## src/rtl/uart_mc_pkg.sv

```systemverilog
package uart_mc_pkg;
    // Control word, bit 7 first.
    typedef struct packed {
        logic clk_div4;     // bit 7
        logic trig_access;  // bit 6
        logic xon_any;      // bit 5
        logic loopback;     // bit 4
        logic gpo;          // bit 3
        logic fifo_rdy;     // bit 2
        logic rts;          // bit 1
        logic dtr;          // bit 0
    } mcr_t;

    localparam int unsigned MCR_W    = 8;
    localparam int unsigned LOCK_LSB = 5;
endpackage

```

## src/rtl/mcr_reg.sv

```systemverilog
module mcr_reg
    import uart_mc_pkg::*;
(
    input  logic             clk,
    input  logic             rst_n,
    input  logic             wr_en,
    input  logic [MCR_W-1:0] wr_data,
    input  logic             feat_en,
    output mcr_t             ctrl
);
    typedef struct packed {
        logic [MCR_W-1:0] word;
    } reg_state_t;

    reg_state_t st_d, st_q;

    always_comb begin
        st_d = st_q;
        if (wr_en) begin
            for (int i = 0; i < int'(MCR_W); i++) begin
                if (i < int'(LOCK_LSB) || feat_en)
                    st_d.word[i] = wr_data[i];
            end
        end
    end

    always_ff @(posedge clk or negedge rst_n) begin
        if (!rst_n) st_q <= '0;
        else        st_q <= st_d;
    end

    assign ctrl = mcr_t'(st_q.word);

    // locked upper bits keep their value
    p_upper_hold_r3: assert property (@(posedge clk) disable iff (!rst_n)
        (wr_en && !feat_en) |=> (ctrl[MCR_W-1:LOCK_LSB] == $past(ctrl[MCR_W-1:LOCK_LSB])));
    // low bits always take the written value
    p_lower_write_r2: assert property (@(posedge clk) disable iff (!rst_n)
        wr_en |=> (ctrl[LOCK_LSB-1:0] == $past(wr_data[LOCK_LSB-1:0])));
    // with the gate open the upper bits load
    p_upper_load_r3: assert property (@(posedge clk) disable iff (!rst_n)
        (wr_en && feat_en) |=> (ctrl[MCR_W-1:LOCK_LSB] == $past(wr_data[MCR_W-1:LOCK_LSB])));
endmodule

```

## src/rtl/mcr_prescaler.sv

```systemverilog
module mcr_prescaler #(
    parameter int unsigned DIV = 4
) (
    input  logic clk,
    input  logic rst_n,
    input  logic sel_div,
    output logic ce
);
    localparam int unsigned CW = (DIV > 1) ? $clog2(DIV) : 1;
    localparam logic [CW-1:0] LAST = CW'(DIV - 1);

    typedef struct packed {
        logic [CW-1:0] cnt;
        logic          sel;
    } ps_state_t;

    ps_state_t st_d, st_q;

    always_comb begin
        st_d     = st_q;
        st_d.sel = sel_div;
        if (sel_div != st_q.sel)     st_d.cnt = '0;
        else if (st_q.cnt == LAST)   st_d.cnt = '0;
        else                         st_d.cnt = st_q.cnt + 1'b1;
    end

    always_ff @(posedge clk or negedge rst_n) begin
        if (!rst_n) st_q <= '0;
        else        st_q <= st_d;
    end

    assign ce = sel_div ? (st_q.sel && st_q.cnt == LAST) : 1'b1;

    // no back-to-back enables while dividing
    p_ce_gap_r9: assert property (@(posedge clk) disable iff (!rst_n)
        (sel_div && $past(sel_div) && ce) |-> !$past(ce));
    // count restarts, so no enable in the first divided cycle
    p_ce_restart_r9: assert property (@(posedge clk) disable iff (!rst_n)
        $rose(sel_div) |-> !ce);
endmodule

```

## src/rtl/mcr_pin_mux.sv

```systemverilog
module mcr_pin_mux
    import uart_mc_pkg::*;
#(
    parameter int unsigned NUM_GPO = 2
) (
    input  mcr_t               ctrl,
    input  logic               auto_rts_en,
    input  logic               flow_rts_req,
    input  logic               tx_ser_in,
    input  logic               rx_pin,
    input  logic [3:0]         status_pins_n,
    output logic               rts_n,
    output logic               dtr_n,
    output logic [NUM_GPO-1:0] gpo_n,
    output logic               tx_pin,
    output logic               rx_ser_out,
    output logic [3:0]         modem_stat
);
    logic loop;
    assign loop = ctrl.loopback;

    always_comb begin
        if (loop) begin
            tx_pin     = 1'b1;
            rx_ser_out = tx_ser_in;
            rts_n      = 1'b1;
            dtr_n      = 1'b1;
            modem_stat = {ctrl.gpo, ctrl.fifo_rdy, ctrl.dtr, ctrl.rts};
        end else begin
            tx_pin     = tx_ser_in;
            rx_ser_out = rx_pin;
            rts_n      = auto_rts_en ? !flow_rts_req : !ctrl.rts;
            dtr_n      = !ctrl.dtr;
            modem_stat = ~status_pins_n;
        end
    end

    for (genvar g = 0; g < int'(NUM_GPO); g++) begin : g_gpo
        assign gpo_n[g] = loop | !ctrl.gpo;
    end
endmodule

```

## src/rtl/uart_modem_ctl.sv

```systemverilog
module uart_modem_ctl
    import uart_mc_pkg::*;
#(
    parameter int unsigned NUM_GPO = 2,
    parameter int unsigned DIV     = 4
) (
    input  logic               clk,
    input  logic               rst_n,
    input  logic               wr_en,
    input  logic [7:0]         wr_data,
    input  logic               ext_feat_en,
    input  logic               auto_rts_en,
    input  logic               flow_rts_req,
    input  logic               tx_ser_in,
    input  logic               rx_pin,
    input  logic [3:0]         status_pins_n,
    output logic [7:0]         rd_data,
    output logic               rts_n,
    output logic               dtr_n,
    output logic [NUM_GPO-1:0] gpo_n,
    output logic               tx_pin,
    output logic               rx_ser_out,
    output logic [3:0]         modem_stat,
    output logic               xon_any_en,
    output logic               trig_access,
    output logic               baud_ce
);
    mcr_t ctrl;

    mcr_reg u_reg (
        .clk     (clk),
        .rst_n   (rst_n),
        .wr_en   (wr_en),
        .wr_data (wr_data),
        .feat_en (ext_feat_en),
        .ctrl    (ctrl)
    );

    mcr_prescaler #(.DIV(DIV)) u_ps (
        .clk     (clk),
        .rst_n   (rst_n),
        .sel_div (ctrl.clk_div4),
        .ce      (baud_ce)
    );

    mcr_pin_mux #(.NUM_GPO(NUM_GPO)) u_mux (
        .ctrl          (ctrl),
        .auto_rts_en   (auto_rts_en),
        .flow_rts_req  (flow_rts_req),
        .tx_ser_in     (tx_ser_in),
        .rx_pin        (rx_pin),
        .status_pins_n (status_pins_n),
        .rts_n         (rts_n),
        .dtr_n         (dtr_n),
        .gpo_n         (gpo_n),
        .tx_pin        (tx_pin),
        .rx_ser_out    (rx_ser_out),
        .modem_stat    (modem_stat)
    );

    assign rd_data     = ctrl;
    assign xon_any_en  = ctrl.xon_any;
    assign trig_access = ctrl.trig_access;

    // loopback isolates the line
    p_loop_line_r7: assert property (@(posedge clk) disable iff (!rst_n)
        rd_data[4] |-> (tx_pin && rx_ser_out == tx_ser_in && rts_n && dtr_n && (&gpo_n)));
    // crossed status mapping in loopback
    p_loop_map_r8: assert property (@(posedge clk) disable iff (!rst_n)
        rd_data[4] |-> (modem_stat == {rd_data[3], rd_data[2], rd_data[0], rd_data[1]}));
    // automatic RTS follows the flow-control request
    p_auto_rts_r5: assert property (@(posedge clk) disable iff (!rst_n)
        (auto_rts_en && !rd_data[4]) |-> (rts_n == !flow_rts_req));
    // DTR pin is the inverse of its bit outside loopback
    p_dtr_pin_r4: assert property (@(posedge clk) disable iff (!rst_n)
        !rd_data[4] |-> (dtr_n == !rd_data[0]));
    // undivided clock gives an enable every cycle
    p_ce_full_r9: assert property (@(posedge clk) disable iff (!rst_n)
        !rd_data[7] |-> baud_ce);
endmodule

```

## config.mk

```make
export PLATFORM = sky130hd
export DESIGN_NAME = uart_modem_ctl
export DESIGN_NICKNAME = d
export VERILOG_FILES = /design/src/rtl/uart_mc_pkg.sv /design/src/rtl/mcr_reg.sv /design/src/rtl/mcr_prescaler.sv /design/src/rtl/mcr_pin_mux.sv /design/src/rtl/uart_modem_ctl.sv
export SDC_FILE = /design/constraint.sdc
export NUM_CORES = 1
export LEC_CHECK = 0
export BUFFER_PORTS_ARGS = -buffer_cell sky130_fd_sc_hd__buf_2
export CAP_MARGIN = 20
export CORE_UTILIZATION = 34
export DETAILED_ROUTE_END_ITERATION = 8
export GPL_ROUTABILITY_DRIVEN = 0
export PLACE_DENSITY = 0.7
export RECOVER_POWER = 50
export SLEW_MARGIN = 20
export SYNTH_ARGS = -nofsm -noshare
export SYNTH_HDL_FRONTEND = slang
export SYNTH_SLANG_ARGS = --single-unit
```

## constraint.sdc

```tcl
create_clock -name clk -period 0.8 [get_ports clk]
set_input_delay 0.08 -clock clk [delete_from_list [all_inputs] [get_ports clk]]
set_output_delay 0.08 -clock clk [all_outputs]
set_load 0.03 [all_outputs]
```

After elaboration in Yosys (flattened, before gate mapping)
Cells that the tools add are included.

Flip-flop bits (word level): 11. Input bits: 20. Output and inout bits: 21. Word-level logic and storage cells: 24.

$add $sub $neg: 1. Equality and inequality tests: 2. Muxes and demuxes: 9. Bitwise operators: 2. Reductions and logical operators: 6.

Operators by type and width (number): 1-bit 2-to-1 mux (6); 1-bit zero test (4); 2-bit 2-to-1 mux (2); 4-bit 2-to-1 mux (1); 4-bit NOT (1); 2-bit by 1-bit adder with 2-bit output (second input constant) (1); 2-bit == test (second input constant) (1); 2-bit AND reduction (1); 1-bit logical AND (1); 1-bit != test (1); 1-bit bitwise OR (1).

Longest topological paths before layout
Gate-level depths: netlist (run 1).

Depth after elaboration: 3. Depth in mapped cells: 3. Mapped depth without buffers: 3.

Hierarchy
From an unflattened synthesis (run 1), not the netlist that was laid out.

Cell total of the unflattened synthesis: 46. Area, all modules: 565.5 µm².

By module, submodules not included: mcr_reg (times used 1, cells each 18, area an instance 324.1 µm², seq. area each 200.2 µm²); mcr_prescaler (times used 1, cells each 10, area an instance 121.4 µm², seq. area each 75.1 µm²); mcr_pin_mux (times used 1, cells each 16, area an instance 105.1 µm², seq. area each 0.0 µm²); uart_modem_ctl (times used 1, cells each 2, area an instance 15.0 µm², seq. area each 0.0 µm²).

Least setup slack after synthesis (run 1)
Ideal clock, no wire load.

Path type: register -> output. Start: register u_reg.st_q (netlist bit u_reg.ctrl[4]). End: output modem_stat[1]. Arrival: 1.417 ns. Data required time: 0.720 ns. Setup slack: -0.697 ns. Cell stages (with the launch flop): 3. Path buffers: 1. Path through: dfrtp_1 > buf_2 > o21ai_0.

Cells in the longest elaborated chain, start to end: 1.

Ends and longest elaborated chain: start: declaration (RTL line mcr_reg.sv:15) `reg_state_t st_d, st_q;`; start signal: assignment (RTL line mcr_reg.sv:29) `else st_q <= st_d;`; 4-bit 2-to-1 mux (RTL line mcr_pin_mux.sv:23) `if (loop) begin`; end: declaration (RTL line uart_modem_ctl.sv:23) `output logic [3:0] modem_stat,`.

Every way passes these cells.

Worst setup path after layout (run 1)
Start: register u_reg.st_q (netlist bit u_reg.ctrl[4]). End: output rx_ser_out.

Cells in the longest elaborated chain, start to end: 1.

Ends and longest elaborated chain: 1-bit 2-to-1 mux (RTL line mcr_pin_mux.sv:23); end: declaration (RTL line uart_modem_ctl.sv:22) `output logic rx_ser_out,`.

Every way passes these cells.

==> impl_metrics.py, run 1 <==
metrics = {
    "cts": {
        "cts_buffer_depth": 2,
        "cts_root_buf": "clkbuf_4",
        "cts_sinks": 11,
        "clkLatencyLatePin_ps": 260,
        "numCtsBuffers": 3,
        "path_clk_slew_ps": 70,
        "cts_tree": "built",
        "htree_levels": 1,
    },
    "timing": {
        "rsz0062_at_grt": "yes",
        "slew_headroom_pct": 81.6,
        "fin_crit_sh_pct": 166,
        "hold_violations": 0,
        "skew_ps": 0.912,
        "setup_violations": 29,
        "max_clock_freq_mhz": 754,
        "fin_ws_ps": -526,
        "slew_viol_final": 0,
        "period_needed_ps": 1330,
        "worstMarginPinSlew_ps": 276,
    },
    "floorplanning": {
        "die_w_um": 42.6,
        "die_y_um": 42.6,
        "core_area_um2": 1520,
        "die-area_um2": 1820,
        "num_io_pins": 41,
        "num_rows": 14,
        "start_util_pct": 36.8,
    },
    "grt": {
        "grt_pass1_wl_um": 2530,
        "grt-ovfl-total": 0,
        "grt_max_degree": 12,
        "grt_pass1_vias": 562,
        "antenna_found_initial": 0,
        "grt_use_total_pct": 20.0,
    },
    "detailed_routing": {
        "drtAntennaViolNets": 0,
        "drc": 0,
        "wire_per_inst_um": 14.7,
        "vias_per_cell": 4.69,
        "num_vias": 539,
        "drt_iter0_markers": 2,
        "routed_wl_um": 1690,
        "dr.pass1.iters": 2,
    },
    "critical_path": {
        "worstSetupEndpointType": "output pin",
        "worstPathRequired_ps": 720,
        "critical_path_class": "reg2out",
        "arrival_ps": 1250,
        "cp_max_fo": 3,
        "critPathLaunchType": "flip-flop",
    },
    "synthesis": {
        "seq_area_frac_synth_pct": 49.1,
        "synth_nets": 68,
        "avgSynthCellArea_um2": 11.9,
        "synth_seq_cells": 11,
        "syn-instance-count": 47,
        "yosys_warnings": 0,
        "netlist_area_um2": 561,
        "synthDistinctLibCells": 17,
    },
    "status": {
        "violations": "negative setup slack",
        "status": "complete, but fails checks",
    },
    "cells_and_area": {
        "fin_util_pct": 74.9,
        "antenna_cells": 0,
        "final_cell_count_no_fill": 115,
        "final_nets": 121,
        "drive_above_1_share_pct": 87.9,
        "nFillCells": 109,
        "area_growth_pct": 104,
        "final_common_cell": "buf_6",
        "mostFrequentLayoutCells": "buf_6, buf_2, dfrtp_2",
    },
    "power": {
        "pwr_density_cell_nw_per_um2": 2040,
        "ir_drop_v": 0.00171,
        "switching_share_pct": 36.2,
        "clkPwrFrac_pct": 16.0,
        "combinationalPowerShare_pct": 50.4,
        "seqPwrFrac_pct": 33.6,
        "intPower_mw": 1.49,
        "power_switching_mw": 0.844,
        "power_leakage_nw": 0.575,
    },
    "placed_design": {
        "portBuffers": 40,
        "placed_cells": 101,
    },
    "worst_hold_path": {
        "hold_path.class": "in2reg",
    },
    "run": {
        "drv_cap": 0,
    },
}
metal layers:
layer / vias up / GRT usage (%) / share of wire, %
li1: 257 / - / -
met1: 255 / 18.2 / 35
met2: 23 / 39.1 / 59
met3: 4 / 6.03 / 3.6
met4: 0 / 9.38 / 2.4
met5: - / 0 / 0
final timing paths:
kind,slack [ps],start,end,cells after the start
worst max-delay path,-530,u_reg.ctrl[4],rx_ser_out,3
worst min-delay path,30,wr_data[3],u_reg.ctrl[3],3
worst max register to register,-240,u_reg.ctrl[4],u_reg.ctrl[4],3
worst min register to register,510,u_reg.ctrl[7],u_ps.st_q[0],0
max in group asynchronous,320,rst_n,u_reg.ctrl[1],2
min in group asynchronous,250,rst_n,u_ps.st_q[2],2
registers in the layout (all words and copies together) (netlist names):
name	flops
u_ps.st_q	3
u_reg.ctrl	8
through the flow:
stage | setup slack, ps | hold WS [ps] | power, mW | instance area, µm² | setup TNS (ps)
floorplan | -277 | -216 | 1.31 | 627 | -2630
global placement | -274 | -42.1 | 1.48 | 821 | -2330
detailed placement | -291 | -38.1 | 1.49 | 821 | -2530
CTS | -522 | 22.3 | 2.26 | 1110 | -7600
global route | -567 | 24.3 | 2.46 | 1140 | -8700
finish | -526 | 30.0 | 2.33 | 1140 | -7720
power by group through the flow:
stage | Combinational (mW) | Clock [mW] | Sequential (mW)
6_report | 1.18 | 0.373 | 0.784
5_1_grt | 1.23 | 0.430 | 0.795
4_1_cts | 1.10 | 0.386 | 0.771
3_5_place_dp | 0.737 | 0 | 0.757
3_3_place_gp | 0.729 | 0 | 0.752
2_1_floorplan | 0.487 | 0 | 0.821
layout make-up:
class / count / area, µm² / share of cell area [%]
clock buffer: 3 / 22.5 / 1.97
clock inverter: 1 / 5.00 / 0.439
inverter: 1 / 3.75 / 0.329
multi-input combinational: 29 / 333 / 29.2
sequential: 11 / 284 / 24.9
tap: 16 / 20.0 / 1.75
timing repair buffer: 54 / 473 / 41.4
worst max-delay path, stage by stage (launching register included):
cell,delay [ps]
dfrtp_2,400
buf_6,110
mux2_2,330
buf_6,140
logic make-up after synthesis:
group / synth area share [%]
AO/OA/AOI/OAI: 3.57
XOR/XNOR: 1.56
adder cells (fa/ha/maj): 2.23
buffers and inverters: 8.93
flip-flops: 49.1
multiplexers: 21.7
AND/OR/NAND/NOR: 12.9
synthesized netlist by cell type:
master	n	area (µm²)
and2_1	1	6.26
buf_2	1	5.00
buf_4	4	30.0
buf_6	1	11.3
dfrtp_1	11	275
ha_1	1	12.5
inv_1	1	3.75
mux2_2	5	56.3
mux2_4	3	45.0
mux2i_1	2	20.0
nand2_1	6	22.5
nand2_4	1	11.3
nand2b_1	2	12.5
nor3b_1	1	7.51
o21ai_0	4	20.0
or2_2	2	12.5
xnor2_1	1	8.76
what timing repair did:
action,4_1_cts,5_1_grt
gates resized for setup,58,5
endpoints found under the hold margin,11,0
hold buffers,1,0
setup endpoints to repair,27,30
setup buffers,8,1
pin swaps,8,1
cloned,0,0
(Power assumes the default switching activity.)
==> inputs of run 2 (changes only) <==
--- a/config.mk
+++ b/config.mk
@@ -10,7 +10,7 @@
 export CORE_UTILIZATION = 34
 export DETAILED_ROUTE_END_ITERATION = 8
 export GPL_ROUTABILITY_DRIVEN = 0
-export PLACE_DENSITY = 0.7
+export PLACE_DENSITY = 0.79
 export RECOVER_POWER = 50
 export SLEW_MARGIN = 20
 export SYNTH_ARGS = -nofsm -noshare
==> impl_metrics.py, run 2 (synthesis gave the netlist of run 1 again) <==
metrics = {
    "status": {
        "status": "complete, but fails checks",
        "violations": "negative setup slack",
    },
    "critical_path": {
        "max_stage_delay_ps": 480,
        "cp_max_fo": 8,
        "critical_path_class": "reg2out",
        "critPathLaunchType": "flip-flop",
        "path_cells": "mux2_4 -> buf_6",
        "arrival_ps": 1200,
        "crit_slowest_cell": "dfrtp_2",
        "worstSetupEndpointType": "output pin",
        "worstPathRequired_ps": 720,
    },
    "detailed_routing": {
        "wire_per_inst_um": 13.2,
        "drt_iter0_markers": 2,
        "num_vias": 511,
        "vias_per_cell": 4.60,
        "route.met2.wl_um": 848,
        "dr.pass1.iters": 2,
        "drtAntennaViolNets": 0,
        "highest_layer": "met3",
        "drc": 0,
        "routed_wl_um": 1470,
        "wl_met3_um": 70,
        "met1_length_um": 549,
    },
    "placed_design": {
        "hpwl_um": 1010,
        "placed_cells": 101,
        "portBuffers": 40,
        "dpl_cell_area_um2": 821,
    },
    "timing": {
        "period_needed_ps": 1280,
        "slew_headroom_pct": 82.9,
        "max_clock_freq_mhz": 779,
        "fin_crit_sh_pct": 161,
        "slew_viol_final": 0,
        "fin_tns_setup_ps": -7160,
        "setup_violations": 29,
        "hold_violations": 0,
        "worstMarginPinSlew_ps": 256,
        "rsz0062_at_grt": "yes",
        "skew_ps": 0.228,
        "fin_ws_ps": -484,
    },
    "cts": {
        "htree_levels": 1,
        "cts_root_buf": "clkbuf_4",
        "clkLatencyLatePin_ps": 260,
        "numCtsBuffers": 3,
        "path_clk_slew_ps": 70,
        "cts_tree": "built",
        "cts_sinks": 11,
        "cts_buffer_depth": 2,
    },
    "floorplanning": {
        "num_io_pins": 41,
        "core_area_um2": 1520,
        "die-area_um2": 1820,
        "die_w_um": 42.6,
        "num_rows": 14,
        "start_util_pct": 36.8,
        "die_y_um": 42.6,
    },
    "cells_and_area": {
        "area_growth_pct": 96.2,
        "mostFrequentLayoutCells": "buf_6, buf_2, dfrtp_2",
        "nFillCells": 108,
        "final_cell_count_no_fill": 111,
        "drive_above_1_share_pct": 88.4,
        "largest_reg_flops": 8,
        "seq_area_um2": 284,
        "antenna_cells": 0,
        "final_nets": 117,
        "multi_input_area_um2": 338,
        "fin_area_um2": 1100,
        "final_common_cell": "buf_6",
    },
    "grt": {
        "antenna_found_initial": 0,
        "grt_pass1_wl_um": 2380,
        "grt-ovfl-total": 0,
        "grt_pass1_vias": 533,
        "grt_max_degree": 12,
        "grt_use_total_pct": 18.0,
    },
    "power": {
        "ir_drop_v": 0.00170,
        "pwr_density_cell_nw_per_um2": 2070,
        "power_leakage_nw": 0.549,
        "finalPower_mw": 2.28,
    },
    "worst_hold_path": {
        "hold_path.class": "in2reg",
    },
    "run": {
        "drv_cap": 0,
    },
}
-- run 2: changes by cell type in the layout (fill, tap and decap cells not counted) --
| cell | change |
|---|---|
| and2_4 | +1 |
| nand2_1 | -1 |
| buf_6 | -4 |
| clkinv_2 | -1 |
| and2_1 | -1 |
| nand2b_4 | -1 |
| clkbuf_1 | +1 |
| nand2b_2 | +1 |
| nand2_4 | +1 |
-- run 2: worst max-delay path, delay by kind of cell, from the launching register on --
| kind | cells | cell delay (ps) |
|---|---|---|
| DFF | 1 | 480 |
| muxes | 1 | 320 |
| buffers and inverters | 1 | 140 |
-- run 2: per-stage QoR --
stage | utilization [%] | hold slack, ps | worst slack [ps]
6_report | 72.2 | 43.0 | -484
5_1_grt | 72.2 | 35.1 | -531
4_1_cts | 69.3 | 36.6 | -487
3_5_place_dp | 53.9 | -44.6 | -242
3_3_place_gp | 53.9 | -48.1 | -227
2_1_floorplan | - | -216 | -277
-- run 2: path summary, 6_finish.rpt --
check                      cells after the start       endpoint     startpoint  slack (ps)
min in group asynchronous                      2  u_reg.ctrl[3]          rst_n         230
max reg2reg                                    2  u_reg.ctrl[4]  u_reg.ctrl[4]        -230
min                                            3  u_reg.ctrl[3]     wr_data[3]          40
max                                            2     rx_ser_out  u_reg.ctrl[4]        -480
max in group asynchronous                      2  u_reg.ctrl[6]          rst_n         350
min reg2reg                                    1  u_reg.ctrl[6]  u_reg.ctrl[6]         560
-- run 2: what timing repair did --
action	CTS	global route
endpoints found under the setup margin	27	30
resized for setup	51	9
buffers inserted	4	2
hold endpoints to repair	11	0
hold buffers	1	0
pin swaps	5	5
-- run 2: final cells by class --
type / count / area share, %
inverter: 1 / 0.341
clock buffer: 4 / 2.39
timing repair buffer: 50 / 38.9
tap: 16 / 1.82
multi-input combinational: 29 / 30.7
sequential: 11 / 25.8
-- run 2: routing by layer --
metal,global-route usage [%],vias to the layer above
met5,0,-
met4,3.75,0
met3,4.74,0
met2,34.5,23
met1,19.5,241
li1,-,247
-- run 2: power by group --
part           leakage, nW  switching [mW]  internal, mW
logic                0.410           0.513         0.616
registers            0.124           0.130         0.662
clock network       0.0150           0.168         0.192
